===== src/rtl/trace_seq_pkg.sv =====
package trace_seq_pkg;
  typedef enum logic [1:0] {
    ST_IDLE = 2'd0,
    ST_PRE  = 2'd1,  // pre-STOP trace taken, waiting for handler return
    ST_GO   = 2'd2   // handler returned, STOP may now execute
  } seq_state_e;
endpackage


===== src/rtl/trace_seq_decide.sv =====
module trace_seq_decide
  import trace_seq_pkg::*;
#(
  parameter int SRW  = 16,
  parameter int TBIT = 15
) (
  input  seq_state_e       state_i,
  input  logic             done_i,
  input  logic             is_stop_i,
  input  logic             next_is_stop_i,
  input  logic             other_exc_i,
  input  logic             handler_ret_i,
  input  logic             sr_trace_i,
  input  logic [SRW-1:0]   stop_imm_i,
  output logic             fire_o,
  output logic             load_o,
  output logic             halt_set_o,
  output seq_state_e       state_d_o
);
  logic trace_cond;

  always_comb begin
    state_d_o  = state_i;
    fire_o     = 1'b0;
    load_o     = 1'b0;
    halt_set_o = 1'b0;
    trace_cond = 1'b0;
    unique case (state_i)
      ST_PRE: begin
        if (handler_ret_i) state_d_o = ST_GO;
      end
      default: begin
        if (done_i) begin
          if (is_stop_i) begin
            load_o     = 1'b1;
            trace_cond = (state_i == ST_GO) | sr_trace_i | stop_imm_i[TBIT];
            fire_o     = trace_cond & ~other_exc_i;
            halt_set_o = ~trace_cond;
            state_d_o  = ST_IDLE;
          end else begin
            fire_o    = sr_trace_i & ~other_exc_i;
            state_d_o = (sr_trace_i & next_is_stop_i & ~other_exc_i) ? ST_PRE : ST_IDLE;
          end
        end
      end
    endcase
  end
endmodule


===== src/rtl/trace_seq_state.sv =====
module trace_seq_state
  import trace_seq_pkg::*;
(
  input  logic       clk_i,
  input  logic       rst_ni,
  input  seq_state_e state_d_i,
  output seq_state_e state_q_o
);
  always_ff @(posedge clk_i or negedge rst_ni) begin
    if (!rst_ni) state_q_o <= ST_IDLE;
    else         state_q_o <= state_d_i;
  end
endmodule


===== src/rtl/trace_seq_out.sv =====
module trace_seq_out #(
  parameter int AW  = 32,
  parameter int SRW = 16
) (
  input  logic           clk_i,
  input  logic           rst_ni,
  input  logic           fire_i,
  input  logic           load_i,
  input  logic           halt_set_i,
  input  logic           done_i,
  input  logic [AW-1:0]  next_pc_i,
  input  logic [SRW-1:0] stop_imm_i,
  output logic           trace_req_o,
  output logic [AW-1:0]  frame_pc_o,
  output logic           sr_load_o,
  output logic [SRW-1:0] sr_load_val_o,
  output logic           halted_o
);
  always_ff @(posedge clk_i or negedge rst_ni) begin
    if (!rst_ni) begin
      trace_req_o   <= 1'b0;
      frame_pc_o    <= '0;
      sr_load_o     <= 1'b0;
      sr_load_val_o <= '0;
      halted_o      <= 1'b0;
    end else begin
      trace_req_o <= fire_i;
      sr_load_o   <= load_i;
      if (fire_i) frame_pc_o    <= next_pc_i;
      if (load_i) sr_load_val_o <= stop_imm_i;
      if (halt_set_i)  halted_o <= 1'b1;
      else if (done_i) halted_o <= 1'b0;
    end
  end
endmodule


===== src/rtl/trace_seq.sv =====
module trace_seq
  import trace_seq_pkg::*;
#(
  parameter int AW   = 32,
  parameter int SRW  = 16,
  parameter int TBIT = 15
) (
  input  logic           clk_i,
  input  logic           rst_ni,
  input  logic           done_i,
  input  logic           is_stop_i,
  input  logic           next_is_stop_i,
  input  logic           other_exc_i,
  input  logic           handler_ret_i,
  input  logic           sr_trace_i,
  input  logic [SRW-1:0] stop_imm_i,
  input  logic [AW-1:0]  next_pc_i,
  output logic           trace_req_o,
  output logic [AW-1:0]  frame_pc_o,
  output logic           sr_load_o,
  output logic [SRW-1:0] sr_load_val_o,
  output logic           halted_o
);
  seq_state_e state_q, state_d;
  logic fire, load, halt_set;

  trace_seq_decide #(.SRW(SRW), .TBIT(TBIT)) u_decide (
    .state_i(state_q), .done_i(done_i), .is_stop_i(is_stop_i),
    .next_is_stop_i(next_is_stop_i), .other_exc_i(other_exc_i),
    .handler_ret_i(handler_ret_i), .sr_trace_i(sr_trace_i),
    .stop_imm_i(stop_imm_i), .fire_o(fire), .load_o(load),
    .halt_set_o(halt_set), .state_d_o(state_d)
  );

  trace_seq_state u_state (
    .clk_i(clk_i), .rst_ni(rst_ni), .state_d_i(state_d), .state_q_o(state_q)
  );

  trace_seq_out #(.AW(AW), .SRW(SRW)) u_out (
    .clk_i(clk_i), .rst_ni(rst_ni), .fire_i(fire), .load_i(load),
    .halt_set_i(halt_set), .done_i(done_i), .next_pc_i(next_pc_i),
    .stop_imm_i(stop_imm_i), .trace_req_o(trace_req_o),
    .frame_pc_o(frame_pc_o), .sr_load_o(sr_load_o),
    .sr_load_val_o(sr_load_val_o), .halted_o(halted_o)
  );

  a_r2_trace_after_done: assert property (@(posedge clk_i) disable iff (!rst_ni)
    (state_q != ST_PRE && done_i && !is_stop_i && sr_trace_i && !other_exc_i)
    |=> (trace_req_o && frame_pc_o == $past(next_pc_i)));

  a_r3_no_trace_when_off: assert property (@(posedge clk_i) disable iff (!rst_ni)
    (state_q != ST_PRE && done_i && !is_stop_i && !sr_trace_i) |=> !trace_req_o);

  a_r4_quiet_before_return: assert property (@(posedge clk_i) disable iff (!rst_ni)
    (state_q == ST_PRE && done_i) |=> (!trace_req_o && !sr_load_o));

  a_r5_stop_after_return: assert property (@(posedge clk_i) disable iff (!rst_ni)
    (state_q == ST_GO && done_i && is_stop_i && !other_exc_i)
    |=> (trace_req_o && sr_load_o && sr_load_val_o == $past(stop_imm_i)
         && frame_pc_o == $past(next_pc_i)));

  a_r6_stop_enables_trace: assert property (@(posedge clk_i) disable iff (!rst_ni)
    (state_q == ST_IDLE && done_i && is_stop_i && !sr_trace_i && stop_imm_i[TBIT]
     && !other_exc_i) |=> (trace_req_o && sr_load_o));

  a_r7_stop_halts: assert property (@(posedge clk_i) disable iff (!rst_ni)
    (state_q == ST_IDLE && done_i && is_stop_i && !sr_trace_i && !stop_imm_i[TBIT])
    |=> (halted_o && sr_load_o && !trace_req_o));

  a_r8_exc_wins: assert property (@(posedge clk_i) disable iff (!rst_ni)
    (done_i && other_exc_i) |=> !trace_req_o);

  a_r9_halt_clears: assert property (@(posedge clk_i) disable iff (!rst_ni)
    (halted_o && done_i && !is_stop_i) |=> !halted_o);
endmodule


===== config.mk =====
export PLATFORM = sky130hd
export DESIGN_NAME = trace_seq
export DESIGN_NICKNAME = d
export VERILOG_FILES = /design/src/rtl/trace_seq_pkg.sv /design/src/rtl/trace_seq_decide.sv /design/src/rtl/trace_seq_state.sv /design/src/rtl/trace_seq_out.sv /design/src/rtl/trace_seq.sv
export SDC_FILE = /design/constraint.sdc
export NUM_CORES = 1
export LEC_CHECK = 0
export ABC_AREA = 0
export BUFFER_PORTS_ARGS = -buffer_cell sky130_fd_sc_hd__buf_2
export CORE_MARGIN = 5
export CORE_UTILIZATION = 44
export DETAILED_ROUTE_END_ITERATION = 8
export PLACE_DENSITY = 0.79
export SYNTH_ARGS = -nofsm -noshare
export SYNTH_HDL_FRONTEND = slang
export SYNTH_SLANG_ARGS = --single-unit
export TNS_END_PERCENT = 20

===== constraint.sdc =====
create_clock -name clk_i -period 2.5 [get_ports clk_i]
set_input_delay 0.125 -clock clk_i [delete_from_list [all_inputs] [get_ports clk_i]]
set_output_delay 0.125 -clock clk_i [all_outputs]
set_load 0.005 [all_outputs]

==> flow_metrics.env <==
export IMPL_run_status="completed"
export IMPL_filler_cell_count=372
export IMPL_worst_ep_arrival_time_ps=2010
export IMPL_slew_limit_headroom_pct=47.6
export IMPL_first_pass_grt_wire_length_um=7060
export IMPL_cts_buffers_inserted=5
export IMPL_resized_gates_after_cts=0
export IMPL_synth_top_cell_area_share_pct=65.6
export IMPL_layout_commonest_cell="sky130_fd_sc_hd__buf_2"
export IMPL_finalSetupViolations=0
export IMPL_critical_path_peak_fanout=17
export IMPL_antenna_found_initial=0
export IMPL_cp_required_ps=2680
export IMPL_track_usage_pct=14.4
export IMPL_clkSinkCount=53
export IMPL_row_count=24
export IMPL_synth_ff_latch_count=53
export IMPL_finalCriticalPeriod_ps=1830
export IMPL_cts_max_level=2
export IMPL_final_layout_size_suffix_gt1_share_pct=69.9
export IMPL_clk_transition_reported_paths_ps=90
export IMPL_multi_input_comb_area_um2=638
export IMPL_initial_core_util_pct=45.8
export IMPL_ctsRootBufferMaster="sky130_fd_sc_hd__clkbuf_8"
export IMPL_fin_crit_sh_pct=73.2
export IMPL_setup_tns_final_ps=0
export IMPL_clkLatencyLatePin_ps=300
export IMPL_timing_max_cap_violations=0
export IMPL_gpl_final_weighted_congestion=0.712
export IMPL_drt_iter0_drc=53
export IMPL_min_delay_path_class="in -> reg"
export IMPL_synth_warnings=0
export IMPL_ys_types=17
export IMPL_port_buffers=106
export IMPL_routed_vias=1398
export IMPL_leftover_overflow_at_the_end_of_global_routing=0
export IMPL_power_per_cell_area_mw_per_mm2=1040
export IMPL_synth_yosys_seq_area_share_pct=65.6
export IMPL_syn_area_mm2=0.00202
export IMPL_netlist_instances=122
export IMPL_number_of_placed_i_o_pins=107
export IMPL_flow_area_growth_from_synthesis_pct=34.7
export IMPL_die_area_mm2=0.00605
export IMPL_criticalPathCategory="reg -> reg"
export IMPL_crit_path_end_kind="register"
export IMPL_number_of_global_route_vias_before_repair=1529
export IMPL_nets=291
export IMPL_post_synth_cell_area_avg_um2=16.6
export IMPL_timing_final_ws_setup_ps=669
export IMPL_synth_area_leaders="sky130_fd_sc_hd__dfrtp_1, sky130_fd_sc_hd__mux2_2, sky130_fd_sc_hd__buf_6"
export IMPL_detail_route_wirelength_um=4240
export IMPL_die_w_um=77.8
export IMPL_cts_tree="built"
export IMPL_core_region_area_mm2=0.00441
export IMPL_unrepaired_setup_endpoints_after_global_routing="no"
export IMPL_max_clock_path_buffers=2
export IMPL_final_setup_skew_ps=5.23
export IMPL_most_frequent_cells_in_the_layout="sky130_fd_sc_hd__buf_2, sky130_fd_sc_hd__dfrtp_1, sky130_fd_sc_hd__mux2_2"
export IMPL_grt_max_degree=42
export IMPL_place_worst_setup_slack_ps=681
export IMPL_vias_per_cell=4.85
export IMPL_ir_drop_mv=0.507
export IMPL_area_sequential_mm2=0.00133
export IMPL_post_route_util_pct=61.7
export IMPL_report_final_slew_viol_count=0
export IMPL_hpwl_um=3350
export IMPL_setup_worst_path_start_class="register"
export IMPL_number_of_iterations_in_the_first_detailed_routing_pass=4
export IMPL_drc=0
export IMPL_yosysTopAreaCell="sky130_fd_sc_hd__dfrtp_1"
export IMPL_achievable_frequency_ghz=0.546
export IMPL_max_slew_worst_pin_slew_ps=785
export IMPL_antenna_diode_count=0
export IMPL_post_detailed_route_wirelength_per_cell_um=14.7
export IMPL_hold_viol_final=0
export IMPL_power_total_mw=2.84
export IMPL_synth_fp_nets=178
export IMPL_fp_dieH_um=77.8
export IMPL_power_leakage_nw=1.36
export IMPL_postRouteAntennaNets=0
-- final timing paths --
check	start	to	cells after the start	slack [ps]
setup / recovery	u_state.state_q_o[1]$_DFFE_PN0P_	u_out.sr_load_val_o[12]$_DFFE_PN0P_	3	670
hold / removal	handler_ret_i	u_state.state_q_o[0]$_DFFE_PN0P_	2	40
setup reg to reg	u_state.state_q_o[1]$_DFFE_PN0P_	u_out.sr_load_val_o[12]$_DFFE_PN0P_	3	670
hold reg to reg	u_out.frame_pc_o[29]$_DFFE_PN0P_	u_out.frame_pc_o[29]$_DFFE_PN0P_	1	490
max in group asynchronous	rst_ni	u_out.frame_pc_o[20]$_DFFE_PN0P_	3	1490
min in group asynchronous	rst_ni	u_out.frame_pc_o[3]$_DFFE_PN0P_	2	230
-- critical path, stage by stage, from the launching register on --
cell and delay [ps]:
sky130_fd_sc_hd__dfrtp_1 410, sky130_fd_sc_hd__or2b_2 320, sky130_fd_sc_hd__nand3_1 550, sky130_fd_sc_hd__mux2_2 420
-- cells by family (layout without fill, tap and decap cells) --
| family | after synthesis | after routing | synth area share [%] |
|---|---|---|---|
| flip-flops | 53 | 53 | 65.6 |
| multiplexers | 48 | 48 | 26.7 |
| buffers and inverters | 9 | 123 | 2.85 |
| AO/OA/AOI/OAI | 7 | 7 | 3.28 |
| AND/OR/NAND/NOR | 5 | 5 | 1.55 |
-- per-stage QoR --
| stage | hold WS [ps] | cell area [um^2] | cells |
|---|---|---|---|
| floorplan | -171 | 2020 | 122 |
| global placement | 18.5 | 2600 | 279 |
| detailed placement | 22.7 | 2600 | 279 |
| CTS | 26.2 | 2720 | 288 |
| global route | 28.8 | 2720 | 288 |
| finish | 38.0 | 2720 | 288 |
-- sequential cells by signal, indices dropped and copies added, names as in the netlist --
register / count
u_out.frame_pc_o: 32
u_out.sr_load_val_o: 16
u_state.state_q_o: 2
u_out.halted_o: 1
u_out.sr_load_o: 1
u_out.trace_req_o: 1
-- area by class of cell --
| cell class | count | share of cell area [%] |
|---|---|---|
| Tap cell | 52 | 2.39 |
| Clock buffer | 6 | 2.67 |
| Inverter | 5 | 0.689 |
| Sequential cell | 53 | 48.7 |
| Clock inverter | 2 | 1.42 |
| Multi-Input combinational cell | 60 | 23.4 |
| Timing Repair Buffer | 110 | 20.7 |
-- where the power goes --
group	switching [mW]	total (mW)	internal [mW]
registers	0.158	1.37	1.21
logic	0.358	0.909	0.551
clock network	0.266	0.567	0.301
total	0.782	2.84	2.06
-- cell usage after synthesis --
cell type	count
sky130_fd_sc_hd__nor4bb_1	1
sky130_fd_sc_hd__a2111oi_4	1
sky130_fd_sc_hd__nand2_1	1
sky130_fd_sc_hd__a21oi_1	2
sky130_fd_sc_hd__mux2_2	47
sky130_fd_sc_hd__buf_2	1
sky130_fd_sc_hd__inv_1	5
sky130_fd_sc_hd__mux2_1	1
sky130_fd_sc_hd__a22o_1	1
sky130_fd_sc_hd__nand3_1	1
sky130_fd_sc_hd__or2b_2	1
sky130_fd_sc_hd__a211oi_1	1
sky130_fd_sc_hd__buf_6	3
sky130_fd_sc_hd__dfrtp_1	53
sky130_fd_sc_hd__nor2_1	1
sky130_fd_sc_hd__a31oi_1	1
sky130_fd_sc_hd__o22ai_1	1
-- layer usage --
layer | track usage [%] | vias up | part of all wire, %
met5 | 0 | - | 0
met4 | 4.30 | 0 | 1.7
met3 | 6.37 | 7 | 12
met2 | 23.8 | 78 | 46
met1 | 17.0 | 659 | 40
li1 | - | 654 | -
-- repair_timing --
item                                    4_1_cts  5_1_grt
endpoints found under the setup margin        0        0
hold buffers                                  1        0
setup buffers                                 0        0
endpoints found under the hold margin        12        0
(Power assumes the default switching activity.)
